### src/rtl/sobel_pkg.sv
package sobel_pkg;

    // Sequencer states of the raster scan controller
    typedef enum logic [1:0] {
        ST_WAIT_SOF = 2'd0,
        ST_FILL     = 2'd1,
        ST_STREAM   = 2'd2
    } scan_state_t;

    // Extra bits a gradient needs over a pixel: weight sum 4 plus sign
    localparam int GRAD_EXTRA = 3;

endpackage

### src/rtl/sobel_scan_ctrl.sv
module sobel_scan_ctrl
    import sobel_pkg::*;
#(
    parameter int IMG_W = 128,
    parameter int IMG_H = 128,
    localparam int CW = $clog2(IMG_W),
    localparam int RW = $clog2(IMG_H)
) (
    input  logic          clk,
    input  logic          rst,
    input  logic          in_valid,
    input  logic          in_sof,
    output logic          beat,
    output logic [CW-1:0] col,
    output logic          emit,
    output logic          interior,
    output logic          centre_origin
);

    scan_state_t   state_q, state_d;
    logic [RW-1:0] row_q;
    logic [CW-1:0] col_q;
    logic [RW-1:0] row;
    logic          past_fill;

    // Position of the current beat; a start flag forces the origin
    always_comb begin
        row = in_sof ? '0 : row_q;
        col = in_sof ? '0 : col_q;
        past_fill = (row > RW'(1)) || ((row == RW'(1)) && (col != '0));
    end

    // State register
    always_ff @(posedge clk) begin
        if (rst) state_q <= ST_WAIT_SOF;
        else     state_q <= state_d;
    end

    // Transitions
    always_comb begin
        state_d = state_q;
        unique case (state_q)
            ST_WAIT_SOF: if (in_valid && in_sof) state_d = ST_FILL;
            ST_FILL:     if (beat && past_fill)  state_d = ST_STREAM;
            ST_STREAM:   state_d = ST_STREAM;
            default:     state_d = ST_WAIT_SOF;
        endcase
    end

    // Outputs of the sequencer
    always_comb begin
        beat          = in_valid && ((state_q != ST_WAIT_SOF) || in_sof);
        emit          = beat && ((state_q == ST_STREAM) ||
                                 ((state_q == ST_FILL) && past_fill));
        interior      = (row >= RW'(2)) && (col >= CW'(2));
        centre_origin = (row == RW'(1)) && (col == CW'(1));
    end

    // Raster counters, advanced on accepted beats only
    always_ff @(posedge clk) begin
        if (rst) begin
            row_q <= '0;
            col_q <= '0;
        end else if (beat) begin
            if (col == CW'(IMG_W - 1)) begin
                col_q <= '0;
                row_q <= (row == RW'(IMG_H - 1)) ? '0 : row + RW'(1);
            end else begin
                col_q <= col + CW'(1);
                row_q <= row;
            end
        end
    end

endmodule

### src/rtl/sobel_line_store.sv
module sobel_line_store #(
    parameter int DEPTH = 128,
    parameter int PIX_W = 8,
    parameter int LINES = 2,
    localparam int AW = $clog2(DEPTH)
) (
    input  logic                        clk,
    input  logic                        adv,
    input  logic [AW-1:0]               addr,
    input  logic [PIX_W-1:0]            din,
    output logic [LINES-1:0][PIX_W-1:0] taps
);

    // chain[0] is the live pixel, chain[k] the same column k lines back
    logic [LINES:0][PIX_W-1:0] chain;
    assign chain[0] = din;

    for (genvar k = 0; k < LINES; k++) begin : g_line
        logic [PIX_W-1:0] mem [DEPTH];

        assign chain[k+1] = mem[addr];
        assign taps[k]    = chain[k+1];

        // Read-before-write: the old entry is used this beat, replaced after
        always_ff @(posedge clk) begin
            if (adv) mem[addr] <= chain[k];
        end
    end

endmodule

### src/rtl/sobel_grad_core.sv
module sobel_grad_core
    import sobel_pkg::*;
#(
    parameter int PIX_W = 8,
    localparam int GRAD_W = PIX_W + GRAD_EXTRA
) (
    input  logic                     clk,
    input  logic                     rst,
    input  logic                     adv,
    input  logic [2:0][PIX_W-1:0]    col_new,   // [0] oldest line, [2] live pixel
    output logic signed [GRAD_W-1:0] edge_max
);

    logic [2:0][PIX_W-1:0]    col_l, col_m;
    logic signed [GRAD_W-1:0] gx, gy;

    // Two held columns; the third is the incoming one
    always_ff @(posedge clk) begin
        if (rst) begin
            col_l <= '0;
            col_m <= '0;
        end else if (adv) begin
            col_l <= col_m;
            col_m <= col_new;
        end
    end

    function automatic logic signed [GRAD_W-1:0] widen(input logic [PIX_W-1:0] p);
        return $signed({{(GRAD_W - PIX_W){1'b0}}, p});
    endfunction

    always_comb begin
        gx = (widen(col_new[0]) + (widen(col_new[1]) <<< 1) + widen(col_new[2]))
           - (widen(col_l[0])   + (widen(col_l[1])   <<< 1) + widen(col_l[2]));
        gy = (widen(col_l[2])   + (widen(col_m[2])   <<< 1) + widen(col_new[2]))
           - (widen(col_l[0])   + (widen(col_m[0])   <<< 1) + widen(col_new[0]));
        edge_max = (gx > gy) ? gx : gy;
    end

endmodule

### src/rtl/sobel_edge_stream.sv
module sobel_edge_stream
    import sobel_pkg::*;
#(
    parameter int IMG_W = 128,
    parameter int IMG_H = 128,
    parameter int PIX_W = 8,
    localparam int GRAD_W = PIX_W + GRAD_EXTRA,
    localparam int CW = $clog2(IMG_W)
) (
    input  logic                     clk,
    input  logic                     rst,
    input  logic                     in_valid,
    input  logic                     in_sof,
    input  logic [PIX_W-1:0]         in_pix,
    output logic                     out_valid,
    output logic                     out_sof,
    output logic signed [GRAD_W-1:0] out_edge
);

    logic                      beat, emit, interior, centre_origin;
    logic [CW-1:0]             col;
    logic [1:0][PIX_W-1:0]     taps;
    logic signed [GRAD_W-1:0]  edge_max;

    sobel_scan_ctrl #(.IMG_W(IMG_W), .IMG_H(IMG_H)) u_ctrl (
        .clk           (clk),
        .rst           (rst),
        .in_valid      (in_valid),
        .in_sof        (in_sof),
        .beat          (beat),
        .col           (col),
        .emit          (emit),
        .interior      (interior),
        .centre_origin (centre_origin)
    );

    sobel_line_store #(.DEPTH(IMG_W), .PIX_W(PIX_W), .LINES(2)) u_lines (
        .clk  (clk),
        .adv  (beat),
        .addr (col),
        .din  (in_pix),
        .taps (taps)
    );

    sobel_grad_core #(.PIX_W(PIX_W)) u_core (
        .clk      (clk),
        .rst      (rst),
        .adv      (beat),
        .col_new  ({in_pix, taps[0], taps[1]}),
        .edge_max (edge_max)
    );

    // Single output register stage
    always_ff @(posedge clk) begin
        if (rst) begin
            out_valid <= 1'b0;
            out_sof   <= 1'b0;
            out_edge  <= '0;
        end else begin
            out_valid <= emit;
            out_sof   <= emit && centre_origin;
            if (emit) out_edge <= interior ? edge_max : '0;
        end
    end

endmodule

### config.mk
export PLATFORM = sky130hd
export DESIGN_NAME = sobel_edge_stream
export DESIGN_NICKNAME = d
export VERILOG_FILES = /design/src/rtl/sobel_pkg.sv /design/src/rtl/sobel_scan_ctrl.sv /design/src/rtl/sobel_line_store.sv /design/src/rtl/sobel_grad_core.sv /design/src/rtl/sobel_edge_stream.sv
export SDC_FILE = /design/constraint.sdc
export NUM_CORES = 2
export LEC_CHECK = 0
export BUFFER_PORTS_ARGS = -buffer_cell sky130_fd_sc_hd__buf_2
export CAP_MARGIN = 30
export CORE_ASPECT_RATIO = 0.6
export CORE_MARGIN = 8
export CORE_UTILIZATION = 32
export CTS_BUF_LIST = sky130_fd_sc_hd__clkbuf_4 sky130_fd_sc_hd__clkbuf_8
export DETAILED_ROUTE_END_ITERATION = 10
export PLACE_DENSITY = 0.44
export REMOVE_ABC_BUFFERS = 1
export SYNTH_ARGS = -nofsm -noshare
export SYNTH_HDL_FRONTEND = slang
export SYNTH_SLANG_ARGS = --single-unit
### constraint.sdc
create_clock -name clk -period 22.7 [get_ports clk]
set_input_delay 1.135 -clock clk [delete_from_list [all_inputs] [get_ports clk]]
set_output_delay 1.135 -clock clk [all_outputs]
set_load 0.01 [all_outputs]
Word level (Yosys, flattened, before mapping). Memory sizes are Yosys's and may differ from the RTL's. Index checks and enable logic that the tools add are counted.

Word-level logic and storage cells: 66. Register bits after elaboration: 77. Memories: 2. Input port bits: 12. Memory bits (writable): 2048.

Memories: u_lines.g_line[0].mem (words 128, width 8, read ports 1, clocked after memory_dff 0, wr ports 1, line sobel_line_store.sv:19) `logic [PIX_W-1:0] mem [DEPTH];`; u_lines.g_line[1].mem (words 128, width 8, read ports 1, clocked after memory_dff 0, wr ports 1, line sobel_line_store.sv:19).

Muxes and demuxes: 12. Order comparisons: 4. $add $sub $neg: 12. Eq/ne operators: 8. Reduce and logical (&&, ||, !) cells: 16.

Operator list (number): adder 11 x 9 -> 11 bit (4); adder 8 x 9 -> 10 bit (4); 2-to-1 mux 7 bit (5); 2-to-1 mux 11 bit (2); subtractor 11 bit (2); adder 7 x 1 -> 7 bit, second input constant (2); equality test 7 x 1 -> 1 bit, second input constant (2); equality test 7 bit, second input constant (2); >= comparator 7 x 2 -> 1 bit, second input constant (2); greater-than comparator 11 bit (1); logical AND 1 bit (9); greater-than comparator 7 x 1 -> 1 bit, second input constant (1); nonzero test 7 bit (1); case mux 2 bit (3 select lines) (1); 2-to-1 mux 2 bit (2); inequality test 2 x 1 -> 1 bit, second input constant (2); logical OR 1 bit (3); equality test 2 x 1 -> 1 bit, second input constant (1); equality test 2 bit, second input constant (1); zero test 2 bit (1); 2-to-1 mux 1 bit (2); AND reduction 2 bit (1); nonzero test 2 bit (1).

Longest topological paths before layout.
Depth in word-level cells: 8. Mapped depth: 42. Depth with buffers taken out: 34.

By module. Synthesis repeated with hierarchy kept, for this count alone.

Cells, all modules: 5553. Area total of the unflattened synthesis: 86367.8 µm².

Modules (own cells, without submodules): sobel_line_store (seq. area each 61499.0 µm², times used 1, cells an instance 4885, area an instance 80161.9 µm²); sobel_grad_core (seq. area each 960.9 µm², times used 1, cells an instance 455, area an instance 4448.0 µm²); sobel_scan_ctrl (seq. area each 320.3 µm², times used 1, cells an instance 161, area an instance 1283.7 µm²); sobel_edge_stream (seq. area each 260.2 µm², times used 1, cells an instance 52, area an instance 474.2 µm²).

Least setup slack after synthesis. OpenSTA, ideal clock, no wires.

Kind: input to register. Start point: input in_sof. End point: register out_edge[0]. Data required time: 22573 ps. Slack: 5822 ps. Cell stages on the path: 33. Setup time: 127 ps. Arrival time: 16751 ps. Cell sequence: buf_4 -> buf_2 -> nand4bb_1 -> buf_2 -> buf_2 -> o22ai_1 -> nor3_1 -> a21oi_1 -> or4_1 -> a2111oi_1 -> ha_1 -> a21o_1 -> a21oi_1 -> o21bai_1 -> a21oi_1 -> xnor2_1 -> fa_1 -> inv_1 -> fa_1 -> inv_1 -> ha_1 -> or2_2 -> a21oi_1 -> o31ai_1 -> xnor2_1 -> ha_1 -> nor4b_1 -> o21ai_0 -> o31ai_1 -> clkbuf_1 -> nor3_1 -> a222oi_1 -> nand2_1.

RTL lines: start: declaration (line sobel_edge_stream.sv:13) `input logic in_sof,`; end signal: assignment (line sobel_edge_stream.sv:62) `if (emit) out_edge <= interior ? edge_max : '0;`; end: declaration (line sobel_edge_stream.sv:17) `output logic signed [GRAD_W-1:0] out_edge`.

==> summary.log <==
INFO  yosys          yosysUniqueCellTypes=81
INFO  grt            track_usage=22.2%
INFO  clock_network  holdBufCountCts=0
INFO  yosys          syn_inst=5,364
INFO  drt            routed_wirelength=318,000µm
INFO  sta            layout_worst_path_cycle_share=51.9%
INFO  grt            overflow=0
INFO  clock_network  postCtsResizedCells=0
INFO  floorplanning  die_w=672µm
INFO  layout         layout-drive-gt1-share=18.0%
INFO  job            max-cap-violations=0
INFO  place          cell_count_after_placement=8,801
INFO  critical_path  critPathMostFrequentCell=buf_4
INFO  floorplanning  floorplan.die.height=410µm
INFO  critical_path  worst_path_arrival_time=12.60ns
INFO  place          place.port_buffers=24
INFO  clock_network  clock_latency=0.97ns
INFO  critical_path  start_kind=flip-flop
INFO  drt            via_count=52,900
INFO  worst_hold_path min-delay-path-class=flip-flop to flip-flop
INFO  power          vdd_drop_max=277µV
INFO  floorplanning  placeableCoreArea=257,000µm²
INFO  grt            wire_length_of_the_first_global_routing_pass=430,000µm
INFO  layout         layout.cells.non_filler=9,373
INFO  run_status     run_status=complete, no violations
INFO  sta            worst_hold_slack=0.447ns
INFO  sta            finalHoldViolations=0
INFO  power          power_leakage=30.3nW
INFO  sta            totalNegativeSetupSlack=0ns
INFO  sta            setup_failing_eps_final=0
INFO  sta            maximum_operating_frequency=84.8MHz
INFO  yosys          ys_seq_area_share=76.3%
INFO  layout         post-route-util=37.0%
INFO  critical_path  critPathKind=flip-flop to flip-flop
INFO  drt            dr_wl_met2=119,000µm
INFO  yosys          async_flop_share=0%
INFO  sta            final_max_slew_viol_count=0
INFO  drt            detail_route.vias_per_cell=5.65
INFO  yosys          most_used_flip_flop_cell_after_synthesis=edfxtp_1
INFO  sta            max-slew-margin-rel=21.7%
INFO  yosys          synthMuxAreaShare=1.92%
INFO  clock_network  clock_root_buffer=clkbuf_8
INFO  drt            highest-signal-layer=met5
INFO  drt            dr.first_iter.drc_count=8,421
INFO  yosys          synth_area=82,600µm²
INFO  place          gp_congestion=0.874
INFO  clock_network  cts_inserted_buffers=319
INFO  critical_path  timing.critical_path.buf_inv=7
INFO  clock_network  depth_of_the_cts_h_tree=5
INFO  yosys          synthesis.area_per_instance=15.4µm²
INFO  yosys          main_combinational_cell_family_by_area_after_synthesis=compound AO/OA/AOI/OAI gates
INFO  drt            firstDrtPassIters=8
INFO  critical_path  cpMaxStageDelayCell=o41ai_1
INFO  critical_path  critPathMaxFanout=76
INFO  drt            wire_per_inst=34.0µm
INFO  power          power_density=98.0nW/µm²
INFO  floorplanning  core.rowCount=144
INFO  critical_path  crit_required=23.52ns
INFO  drt            routed-wl-met3=39,900µm
INFO  drt            m1WireLength=152,000µm
INFO  sta            layout_min_cycle_time=11.79ns
INFO  yosys          synth_warnings=0
INFO  grt            first_global_vias=49,300
INFO  yosys          postSynthRegisterBits=2,125
INFO  yosys          synth_area_in_simple_gates=6.42%
INFO  place          place.detailed.hpwl=195,000µm
INFO  clock_network  max-clock-path-buffers=4
INFO  critical_path  delay_of_the_slowest_critical_path_stage=0.95ns
INFO  floorplanning  boundaryPins=25
INFO  clock_network  cts.sink_count=2,125
INFO  power          total_power=0.00931W
INFO  critical_path  end_kind=flip-flop
INFO  yosys          fraction_of_synthesized_cell_area_in_xor_and_xnor_cells=0.488%
INFO  drt            ant_nets=0
INFO  yosys          number_of_synthesized_flops_with_an_enable_pin=2,048
INFO  clock_network  cts_setup_buffers=0
INFO  layout         fin_nets=5,823
INFO  floorplanning  floorplan.die_area=275,000µm²
INFO  yosys          post_synth_fa_ha_maj_area_fraction=2.05%
INFO  grt            pin_count_of_the_biggest_net_entering_global_routing=81
INFO  layout         area_delta_synth_final=14.9%
INFO  sta            tightestPinTransition=1.17ns
INFO  sta            clock_skew=0.0615ns
INFO  clock_network  clock_tree_from_tritoncts=built
INFO  yosys          synth_compound_area_share=10.4%
INFO  critical_path  cpLargestDelayFamily=compound AO/OA/AOI/OAI gates
INFO  sta            grt_setup_unrepaired=false
INFO  grt            grt_antenna_before_repair=30
INFO  drt            drc=0
INFO  floorplanning  start_util=32.2%
INFO  clock_network  clock_pin_slew_reported_for_the_worst_setup_and_hold_paths_after_clock_tree_synthesis=0.07ns
-- routing by layer --
metal / track usage, % / vias to the layer above
li1: - / 21800
met1: 35.6 / 27800
met2: 28.2 / 2976
met3: 7.54 / 424
met4: 4.75 / 2
met5: 0 / -
-- path summary, 6_finish.rpt --
kind | start | endpoint | slack [ns] | cells after the start
worst min register to register | u_core.col_m[9] | u_core.col_l[9] | 0.45 | 2
worst max register to register | u_ctrl.col_q[0] | out_edge[1] | 10.91 | 33
worst max-delay path | u_ctrl.col_q[0] | out_edge[1] | 10.91 | 33
worst min-delay path | u_core.col_m[9] | u_core.col_l[9] | 0.45 | 2
-- logic make-up (layout without fill, tap and decap cells) --
logic type | Yosys count | count (layout)
adder cells (fa/ha/maj) | 114 | 114
AND/OR/NAND/NOR | 1236 | 1236
XOR/XNOR | 46 | 46
other | 0 | 15
buffers and inverters | 462 | 1025
multiplexers | 139 | 139
AO/OA/AOI/OAI | 1242 | 1242
flip-flops | 2125 | 2125
-- stage by stage --
stage                     cell area [µm²]  worst slack [ns]
after floorplan                     81200             0.207
after global placement              88400             10.41
after detailed placement            88800             10.72
after CTS                           94800             11.08
after global routing                94900             10.56
final                               94900             10.91
-- placed cells by master, fill, tap and decap left out, types with 22 or more instances in the layout --
master / count
o22a_1: 80
nor2_1: 355
ha_1: 78
clkinv_1: 66
fa_1: 36
buf_4: 287
nand2_1: 522
a21oi_1: 161
nor4_1: 33
nand2b_1: 25
dfxtp_1: 74
o221ai_1: 30
clkbuf_8: 327
o21ai_0: 124
a222oi_1: 117
nor2b_1: 22
inv_1: 131
o211ai_1: 43
nor2_2: 57
edfxtp_1: 2048
mux2i_1: 54
nor3_1: 42
o22ai_1: 288
xnor2_1: 33
mux2_2: 76
nand3_1: 58
clkbuf_4: 117
a31oi_1: 168
o31ai_1: 25
-- worst min-delay path, delay by kind of cell (launching register included) --
family	cells	cell delay [ns]
AOI/OAI and AO/OA	1	0.05
and+or+nand+nor	1	0.05
DFF	1	0.31
-- cells in the mapped netlist, types with 9 or more instances --
| cell | instances | area [µm²] |
|---|---|---|
| a2111oi_0 | 13 | 114 |
| a21o_1 | 16 | 120 |
| a21oi_1 | 163 | 816 |
| a222oi_1 | 117 | 1170 |
| a22o_1 | 10 | 87.6 |
| a22oi_1 | 17 | 128 |
| a31o_2 | 14 | 123 |
| a31oi_1 | 174 | 1090 |
| a41oi_1 | 9 | 78.8 |
| and3_1 | 19 | 119 |
| buf_1 | 41 | 154 |
| buf_2 | 114 | 571 |
| buf_4 | 21 | 158 |
| clkbuf_1 | 146 | 548 |
| dfxtp_1 | 77 | 1540 |
| edfxtp_1 | 2048 | 61500 |
| fa_1 | 36 | 721 |
| ha_1 | 78 | 976 |
| inv_1 | 132 | 495 |
| mux2_2 | 76 | 856 |
| mux2i_1 | 54 | 541 |
| nand2_1 | 522 | 1960 |
| nand2b_1 | 25 | 156 |
| nand3_1 | 61 | 305 |
| nor2_1 | 431 | 1620 |
| nor2b_1 | 22 | 138 |
| nor3_1 | 45 | 225 |
| nor3b_1 | 10 | 75.1 |
| nor4_1 | 42 | 263 |
| o211ai_1 | 43 | 323 |
| o21a_1 | 13 | 97.6 |
| o21ai_0 | 127 | 636 |
| o21bai_1 | 20 | 150 |
| o221ai_1 | 30 | 263 |
| o22a_1 | 80 | 701 |
| o22ai_1 | 288 | 1800 |
| o31ai_1 | 29 | 218 |
| o41ai_1 | 17 | 149 |
| or3_1 | 9 | 56.3 |
| or4_1 | 9 | 67.6 |
| xnor2_1 | 33 | 289 |
| xor2_1 | 13 | 114 |
-- where the power goes --
group	internal [W]	leakage, nW	total [W]	switching [W]
clock	0.00159	3.17	0.00313	0.00154
sequential	0.00440	19.0	0.00442	0.0000161
combinational	0.000603	8.14	0.00176	0.00116
total	0.00659	30.3	0.00931	0.00271
-- flip-flops by register name, indices dropped and copies added (netlist names) --
| name | flops |
|---|---|
| out_edge | 11 |
| out_sof | 1 |
| out_valid | 1 |
| u_core.col_l | 24 |
| u_core.col_m | 24 |
| u_ctrl.col_q | 7 |
| u_ctrl.row_q | 7 |
| u_ctrl.state_q | 2 |
| u_lines.g_line.mem | 2048 |
-- cell type report --
type / count / area [µm²]
Fill cell: 24400 / 162000
Multi-Input combinational cell: 2777 / 18300
Tap cell: 3431 / 4290
Inverter: 136 / 520
Sequential cell: 2125 / 63000
Timing Repair Buffer: 338 / 2780
Antenna cell: 15 / 37.5
Clock buffer: 444 / 5380
Clock inverter: 107 / 641
Power figures use the tool's default switching activity.
